--- config.mk ---
export PLATFORM = sky130hd
export DESIGN_NAME = fetch_trace_filter
export DESIGN_NICKNAME = d
export VERILOG_FILES = /design/src/rtl/fetch_trace_filter.sv
export SDC_FILE = /design/constraint.sdc
export NUM_CORES = 1
export LEC_CHECK = 0
export CAP_MARGIN = 25
export CORE_AREA = 3 3 40 42
export DETAILED_ROUTE_END_ITERATION = 7
export DIE_AREA = 0 0 43 45
export PLACE_DENSITY_LB_ADDON = 0.2
export SYNTH_ARGS = -nofsm -noshare
export SYNTH_HDL_FRONTEND = slang
export SYNTH_SLANG_ARGS = --single-unit
--- constraint.sdc ---
create_clock -name clk -period 0.8 [get_ports clk]
set_input_delay 0.16 -clock clk [delete_from_list [all_inputs] [get_ports clk]]
set_output_delay 0.16 -clock clk [all_outputs]
set_load 0.005 [all_outputs]
--- src/rtl/fetch_trace_filter.sv ---
module fetch_trace_filter (
  input  logic       clk,
  input  logic       rst,
  input  logic       fetch_vld,
  input  logic       fetch_cof,
  input  logic       fetch_ind,
  input  logic [1:0] show_mode,
  input  logic       sync_in,
  output logic       show_req,
  output logic       mark_req
);

  logic sync_q;
  logic ind_cof;
  logic qualify;
  logic sync_edge;

  assign ind_cof   = fetch_cof & fetch_ind;
  assign sync_edge = sync_in ^ sync_q;

  always_comb begin
    unique case (show_mode)
      2'b00:   qualify = 1'b1;
      2'b01:   qualify = fetch_cof;
      2'b10:   qualify = ind_cof;
      default: qualify = ind_cof & sync_in;
    endcase
  end

  always_ff @(posedge clk) begin
    if (rst) begin
      sync_q   <= sync_in;
      show_req <= 1'b0;
      mark_req <= 1'b0;
    end else begin
      sync_q   <= sync_in;
      show_req <= fetch_vld & qualify;
      mark_req <= sync_edge;
    end
  end

endmodule


==> results.md, run 1 <==
* Post-Synth Adder-Cell Area at 0
* Static leakage at 0.137 nW
* Mean Syn Cell Area at 10.6 sq um
* Die area at 1940 sq um
* Chip Width at 43 microns
* CTS root buffer: clkbuf_4
* Endpoint type of the worst setup path: primary output
* Antenna Nets Post-Route at 0
* Routed Wire Length at 337 microns
* Post-Synth Simple-Gate Area at 0.129
* Sequential element share of the synthesized area at 0.565
* Port-buffer cells at 9
* WP buf/inv at 1
* Layout cell share with drive strength beyond 1 at 0.417
* Core area at 1280 sq um
* Post-synthesis xor/xnor area fraction at 0.0824
* Power Density at 1900 nW/um^2
* Delay-heaviest family, CP: flip-flops
* Switching Share at 0.211
* Worst min path class: in -> reg
* Initial antenna violation count at 0
* Peak supply drop at 0.360 mV
* DRC violations left at 0
* Total I/O pin count at 10
* Synth area leaders: dfxtp_1 (56%), a221oi_2 (14%), xnor2_1 (8.2%)
* Drt first pass iters at 2
* Period utilization at 0.999
* F_max at 1250 MHz
* Die H at 45 microns
* FF/Latch Area at 61.3 sq um
* Pin count of the biggest net entering global routing at 4
* Int Pwr at 397 uW
* Initial core utilization at 0.0828
* Clock Pin Slew Worst Setup and Hold Paths at 40 ps
* Area of the multi-input gates at 53.8 sq um
* GPL Wtd Cong at 0.599
* Antenna cell count at 0
* Worst setup path category: reg -> out
* Mapped Cells at 10
* Sequential power share at 0.325
* NetSw at 106 uW
* Post-synthesis mux area share at 0
* Post-synthesis cell area at 106 sq um
* Hold_ws at 166 ps
* CTS Buf Count at 3
* Commonest cells after routing, fill and taps aside: clkbuf_4 (3), dlymetal6s2s_1 (3), clkdlybuf4s50_1 (3)
* Routed len/inst at 8.64 microns
* Total track usage at 0.0416
* CTS tree: built
* CP required at 640 ps
* Post-DP HPWL at 229 microns
* Max Clock Skew at 0.730 ps
* Final setup TNS at 0 ps
* CP max stage cell: dfxtp_2
* Number of synthesized register bits at 3
* Total grt overflow at 0
* Relative slew slack at 0.887
* Total vias in the final route at 119
* # Max-Cap Violations at 0
* Worst setup SP type: flop
* Hold Fails Final Rpt at 0
* Setup Buffers After CTS at 0
* H-tree Lvls at 1
* Leading area contributor after synthesis: dfxtp_1
* Vias in the first global route at 124
* RSZ-0062 raised after global routing: true
* First-pass GRT wire length at 476 microns
* Initial DRC count at 1
* Outcome: complete, no violations
* Worst path max stage delay at 310 ps
* Slew Viols, Final at 0
* CP Data Arrival Time at 640 ps
* Largest family of logic cells by synthesized area: compound AO/OA/AOI/OAI gates
* Post-synth top area share at 0.565
* Clock Tree Buf Depth at 2
* Clock sinks at 3
* Critical-path cell list: buf_6
* Compound-Gate Fraction of Synth Area at 0.188
* Nets at 33
* Syn_nets at 18
* Clock power frac at 0.530
* Fill count at 147
* Synth Warn # at 0
* Skew-Pair Late Insertion Delay at 230 ps
* Combinational share of power at 0.145
* DR vias/cell at 3.05
* Site Rows at 13
* Slew at the pin closest to its max-slew limit at 169 ps
* Worst-path fanout max at 1
* Count of cell types in the netlist at 8
* Min Tclk post-route at 799 ps
* Area grow syn2layout at 148%
* Final setup viols at 0
timing repair:
| action | 4_1_cts | 5_1_grt |
|---|---|---|
| pin swaps | 0 | 2 |
| hold buffers | 0 | 0 |
| endpoints found under the setup margin | 3 | 3 |
| gates resized for setup | 9 | 7 |
synth_stat cells:
| cell | n |
|---|---|
| nor2_1 | 1 |
| xnor2_1 | 1 |
| o21ai_1 | 1 |
| dfxtp_1 | 3 |
| inv_1 | 1 |
| nand2_1 | 1 |
| nand2b_1 | 1 |
| a221oi_2 | 1 |
registers in the layout (all words and copies together), names as in the netlist:
name / cells
mark_req: 1
show_req: 1
sync_q: 1
routing by layer:
metal	up-vias	wire length [microns]	track usage
met4	0	4	0.0542
met3	2	69	0.0518
li1	60	-	-
met2	9	154	0.0449
met5	-	0	0
met1	48	109	0.0313
path summary, 6_finish.rpt:
kind,from,cells after the start,slack [ps],endpoint
worst max-delay path,mark_req,1,0.6,mark_req
worst min-delay path,show_mode[1],2,170,show_req
worst max register to register,sync_q,2,200,mark_req
worst min register to register,sync_q,2,490,mark_req
through the flow:
step                      area [sq um]  setup slack (ps)  cells   util  total power, mW
after floorplan                    106               225     10      -            0.180
after global placement             223              -257     35  0.173            0.235
after detailed placement           223              -263     35  0.173            0.236
after CTS                          238             -6.79     39  0.185            0.509
after global routing               264             -34.9     39  0.205            0.549
final                              264             0.551     39  0.205            0.503
cells by family (layout without fill, tap and decap cells):
logic type | count (synthesis) | in the layout
XOR/XNOR | 1 | 1
AND/OR/NAND/NOR | 3 | 3
buffers and inverters | 1 | 15
flip-flops | 3 | 3
AO/OA/AOI/OAI | 2 | 2
power groups by stage:
stage | sequential (mW) | clock (mW) | combinational, mW
floorplan | 0.165 | 0 | 0.0150
global placement | 0.164 | 0 | 0.0712
detailed placement | 0.165 | 0 | 0.0711
CTS | 0.162 | 0.283 | 0.0636
global route | 0.165 | 0.306 | 0.0788
finish | 0.164 | 0.266 | 0.0727
area by class of cell:
type / instances / share of cell area
Sequential cell: 3 / 0.232
Inverter: 1 / 0.0142
Tap cell: 15 / 0.0711
Clock buffer: 4 / 0.0995
Timing Repair Buffer: 10 / 0.379
Multi-Input combinational cell: 6 / 0.204
No activity file was read; power rests on OpenSTA's default activity.
==> run 2: changes to the inputs <==
--- a/config.mk
+++ b/config.mk
@@ -6,9 +6,9 @@
 export NUM_CORES = 1
 export LEC_CHECK = 0
 export CAP_MARGIN = 25
-export CORE_AREA = 3 3 40 42
+export CORE_AREA = 2 2 39 41
 export DETAILED_ROUTE_END_ITERATION = 7
-export DIE_AREA = 0 0 43 45
+export DIE_AREA = 0 0 41 43
 export PLACE_DENSITY_LB_ADDON = 0.2
 export SYNTH_ARGS = -nofsm -noshare
 export SYNTH_HDL_FRONTEND = slang
==> constraint.sdc (replaced) <==
create_clock -name clk -period 0.9 [get_ports clk]
set_input_delay 0.18 -clock clk [delete_from_list [all_inputs] [get_ports clk]]
set_output_delay 0.18 -clock clk [all_outputs]
set_load 0.005 [all_outputs]
==> results.md, run 2 (synthesis gave the netlist of run 1 again) <==
* Routed Wire Length at 295 microns
* Layout cell share with drive strength beyond 1 at 0.261
* CTS tree: built
* Skew-Pair Late Insertion Delay at 230 ps
* Port-buffer cells at 9
* Slew at the pin closest to its max-slew limit at 168 ps
* Initial core utilization at 0.0769
* CP required at 1050 ps
* Switching Share at 0.212
* CTS Buf Count at 3
* Final worst slack at 55.0 ps
* Relative slew slack at 0.888
* Worst R2R Path Depth at 2
* Outcome: complete, no violations
* Core area at 1380 sq um
* Clock power frac at 0.547
* Slew Viols, Final at 0
* Commonest non-fill, non-tap cell in the layout: clkdlybuf4s50_1
* Clock Pin Slew Worst Setup and Hold Paths at 40 ps
* CP max stage cell: clkdlybuf4s50_1
* Clock Tree Buf Depth at 2
* Combinational share of power at 0.126
* Initial DRC count at 2
* Total grt overflow at 0
* Min Tclk post-route at 845 ps
* Total I/O pin count at 10
* Worst min path class: in -> reg
* NetSw at 93.2 uW
* Setup Buffers After CTS at 0
* Site Rows at 14
* Chip Width at 41 microns
* Routed len/inst at 7.56 microns
* F_max at 1180 MHz
* H-tree Lvls at 1
* Commonest cells after routing, fill and taps aside: clkdlybuf4s50_1 (7), clkbuf_4 (3), dfxtp_1 (3)
* CTS root buffer: clkbuf_4
* Final setup viols at 0
* Sequential power share at 0.327
* GPL Wtd Cong at 0.518
* Static leakage at 0.0953 nW
* Vias in the first global route at 112
* DRC violations left at 0
* WP buf/inv at 1
* Int Pwr at 346 uW
* Die area at 1760 sq um
* Antenna cell count at 0
* Largest regs: mark_req x1, show_req x1, sync_q x1
* Total track usage at 0.0501
* Antenna Nets Post-Route at 0
* Worst setup path category: in -> reg
* Total vias in the final route at 112
* Clock sinks at 3
* # Max-Cap Violations at 0
* First-pass GRT wire length at 462 microns
* Area grow syn2layout at 119%
* Die H at 43 microns
* Max Clock Skew at 2.53 ps
* DR vias/cell at 2.87
* Critical-path cell list: clkdlybuf4s50_1 > o21ai_1 > a221oi_2
* Hold_ws at 490 ps
* Period utilization at 0.939
* Nets at 32
* Peak supply drop at 0.573 mV
* Hold depth at 1
* Initial antenna violation count at 0
* Worst path max stage delay at 520 ps
* RSZ-0062 raised after global routing: false
* Hold_buf cts at 0
* CP Depth at 3
* Endpoint type of the worst setup path: flop
* Drt first pass iters at 4
* Hold Fails Final Rpt at 0
* Pin count of the biggest net entering global routing at 4
* Worst setup SP type: primary input
* Worst slack at placement at -197 ps
* Power Density at 1890 nW/um^2
* Worst-path fanout max at 3
* Delay-heaviest family, CP: buffers and inverters
* CP Data Arrival Time at 1000 ps
==> run 2: cell types whose count changed in the layout (fill, tap and decap cells not counted), sizes merged <==
cell           previous run  this run
buf                       3         2
clkdlybuf4s50             3         7
dlygate4sd2               1         0
dlymetal6s2s              3         0
==> run 2: cell type report <==
type	count	area, sq um
well taps	16	20.0
flip-flops and latches	3	60.1
fillers	159	1150
repair buffers	9	80.1
inverters	1	3.75
multi-input cells	6	42.5
clock buffers	4	26.3
==> run 2: what timing repair did <==
action / 4_1_cts / 5_1_grt
endpoints found under the setup margin: 2 / 0
endpoints found under the hold margin: 0 / 0
resized for setup: 8 / 0
==> run 2: power by group through the flow <==
| stage | logic [mW] | clock network [mW] | registers [mW] |
|---|---|---|---|
| 2_1_floorplan | 0.0134 | 0 | 0.147 |
| 3_3_place_gp | 0.0597 | 0 | 0.146 |
| 3_5_place_dp | 0.0607 | 0 | 0.146 |
| 4_1_cts | 0.0563 | 0.255 | 0.144 |
| 5_1_grt | 0.0610 | 0.282 | 0.144 |
| 6_report | 0.0553 | 0.241 | 0.144 |
==> run 2: worst paths after layout <==
path                            startpoint        to  slack [ps]
worst max-delay path               sync_in  show_req          50
worst min-delay path               sync_in    sync_q         490
worst max register to register      sync_q  mark_req         300
worst min register to register      sync_q  mark_req         500
==> run 2: metrics by stage <==
step           TNS (ps)  power (mW)  area (sq um)  utilization  std cells
3_5_place_dp       -404       0.206           216        0.156         35
3_3_place_gp       -352       0.206           216        0.156         35
5_1_grt               0       0.487           233        0.168         39
6_report              0       0.439           233        0.168         39
2_1_floorplan         0       0.160           106            -         10
4_1_cts               0       0.455           233        0.168         39
==> run 2: per-layer routing <==
layer	routed length (microns)	global-route usage
met3	83	0.0785
met4	0	0.0400
met5	0	0
met1	138	0.0573
met2	73	0.0344
==> run 3: changes to the inputs <==
--- a/config.mk
+++ b/config.mk
@@ -10,6 +10,7 @@
 export DETAILED_ROUTE_END_ITERATION = 7
 export DIE_AREA = 0 0 41 43
 export PLACE_DENSITY_LB_ADDON = 0.2
+export SETUP_SLACK_MARGIN = 0.5
 export SYNTH_ARGS = -nofsm -noshare
 export SYNTH_HDL_FRONTEND = slang
 export SYNTH_SLANG_ARGS = --single-unit
==> results.md, run 3 (synthesis gave the netlist of run 1 again) <==
* F_max at 1210 MHz
* Commonest cells after routing, fill and taps aside: buf_2 (5), clkbuf_4 (3), buf_6 (2), dfxtp_2 (2)
* Worst min path class: in -> reg
* Total I/O pin count at 10
* DRC violations left at 0
* DR vias/cell at 3.00
* Delay-heaviest family, CP: flip-flops
* Hold depth at 1
* Setup Buffers After CTS at 0
* Final worst slack at 76.5 ps
* NetSw at 96.6 uW
* CTS Buf Count at 3
* Worst R2R Path Depth at 2
* CP Data Arrival Time at 640 ps
* Period utilization at 0.915
* Sequential power share at 0.326
* Skew-Pair Late Insertion Delay at 230 ps
* WP buf/inv at 1
* Initial DRC count at 5
* Largest regs: mark_req x1, show_req x1, sync_q x1
* Antenna Nets Post-Route at 0
* Combinational share of power at 0.133
* Initial core utilization at 0.0769
* H-tree Lvls at 1
* Static leakage at 0.111 nW
* Power Density at 1840 nW/um^2
* Commonest non-fill, non-tap cell in the layout: buf_2
* Total vias in the final route at 117
* RR Endpoint: mark_req
* Int Pwr at 347 uW
* Outcome: complete, no violations
* Slew at the pin closest to its max-slew limit at 185 ps
* Slew Viols, Final at 0
* Clock power frac at 0.541
* Worst setup SP type: flop
* Reg2Reg Launch Point: sync_q
* Core area at 1380 sq um
* Chip Width at 41 microns
* Die area at 1760 sq um
* Port-buffer cells at 9
* CP Depth at 1
* RSZ-0062 raised after global routing: true
* First-pass GRT wire length at 462 microns
* Pin count of the biggest net entering global routing at 4
* Clock Tree Buf Depth at 2
* CTS tree: built
* Die H at 43 microns
* CTS root buffer: clkbuf_4
* CP max stage cell: dfxtp_2
* Site Rows at 14
* Layout cell share with drive strength beyond 1 at 0.826
* Hold path endpoint: sync_q
* Final setup viols at 0
* Total grt overflow at 0
* Initial antenna violation count at 0
* Area grow syn2layout at 127%
* Critical-path cell list: buf_2
* Hold_buf cts at 0
* Worst setup path category: reg -> out
* Clock Pin Slew Worst Setup and Hold Paths at 40 ps
* Cells after DPL at 35
* Fill count at 157
* Min Tclk post-route at 824 ps
* Peak supply drop at 0.666 mV
* Hold_ws at 80.2 ps
* Nets at 32
* Clock sinks at 3
* CP required at 720 ps
* Hold Fails Final Rpt at 0
* Drt first pass iters at 2
* Worst-path fanout max at 1
* Worst slack at placement at -196 ps
* Total track usage at 0.0481
* Worst path max stage delay at 300 ps
* GPL Wtd Cong at 0.474
* Max Clock Skew at 0.00913 ps
* Vias in the first global route at 124
* Finished Layout Cells at 39
* Relative slew slack at 0.877
* Worst hold path startpoint: sync_in
* Switching Share at 0.218
* # Max-Cap Violations at 0
* Antenna cell count at 0
* R2r setup slk at 310 ps
* Endpoint type of the worst setup path: primary output
* Routed Wire Length at 328 microns
* Routed len/inst at 8.41 microns
[run 3: cell types whose count changed in the layout (fill, tap and decap cells not counted), sizes merged]
cell,delta
clkdlybuf4s50,-7
buf,+7
[run 3: how the worst max path moves through the flow]
stage                    end         start  slack (ps)
floorplan           mark_req        sync_q         340
global placement    show_req       sync_in        -220
detailed placement  show_req  show_mode[1]        -200
CTS                 show_req      show_req          60
global route        show_req      show_req          40
finish              show_req      show_req          80
[run 3: cell type report]
| type | count | area [sq um] | area share |
|---|---|---|---|
| multi-input combinational | 6 | 56.3 | 0.233 |
| inverter | 1 | 6.26 | 0.0259 |
| timing repair buffer | 9 | 70.1 | 0.290 |
| clock buffer | 4 | 26.3 | 0.109 |
| sequential | 3 | 62.6 | 0.259 |
| tap | 16 | 20.0 | 0.0829 |
[run 3: per-stage QoR]
| step | area, sq um | utilization | power, mW | setup TNS (ps) |
|---|---|---|---|---|
| 6_report | 241 | 0.175 | 0.444 | 0 |
| 5_1_grt | 241 | 0.175 | 0.477 | 0 |
| 4_1_cts | 240 | 0.174 | 0.454 | 0 |
| 3_5_place_dp | 231 | 0.167 | 0.215 | -426 |
| 3_3_place_gp | 231 | 0.167 | 0.215 | -460 |
| 2_1_floorplan | 121 | - | 0.165 | 0 |
[run 3: timing repair]
item | in CTS | in global routing
cloned | 0 | 0
setup endpoints to repair | 5 | 4
gates resized for setup | 42 | 1
pin swaps | 3 | 0
[run 3: power groups by stage]
stage	registers [mW]	clock network [mW]	logic, mW
final	0.145	0.240	0.0590
after global routing	0.146	0.268	0.0634
after CTS	0.144	0.249	0.0607
after detailed placement	0.146	0	0.0686
after global placement	0.146	0	0.0686
after floorplan	0.147	0	0.0179
[run 3: layer usage]
layer  share of wire  GRT usage  vias to the layer above
li1                -          -                       59
met1            0.40     0.0319                       49
met2            0.41     0.0594                        9
met3            0.19     0.0838                        0
met4               0     0.0200                        0
met5               0          0                        -
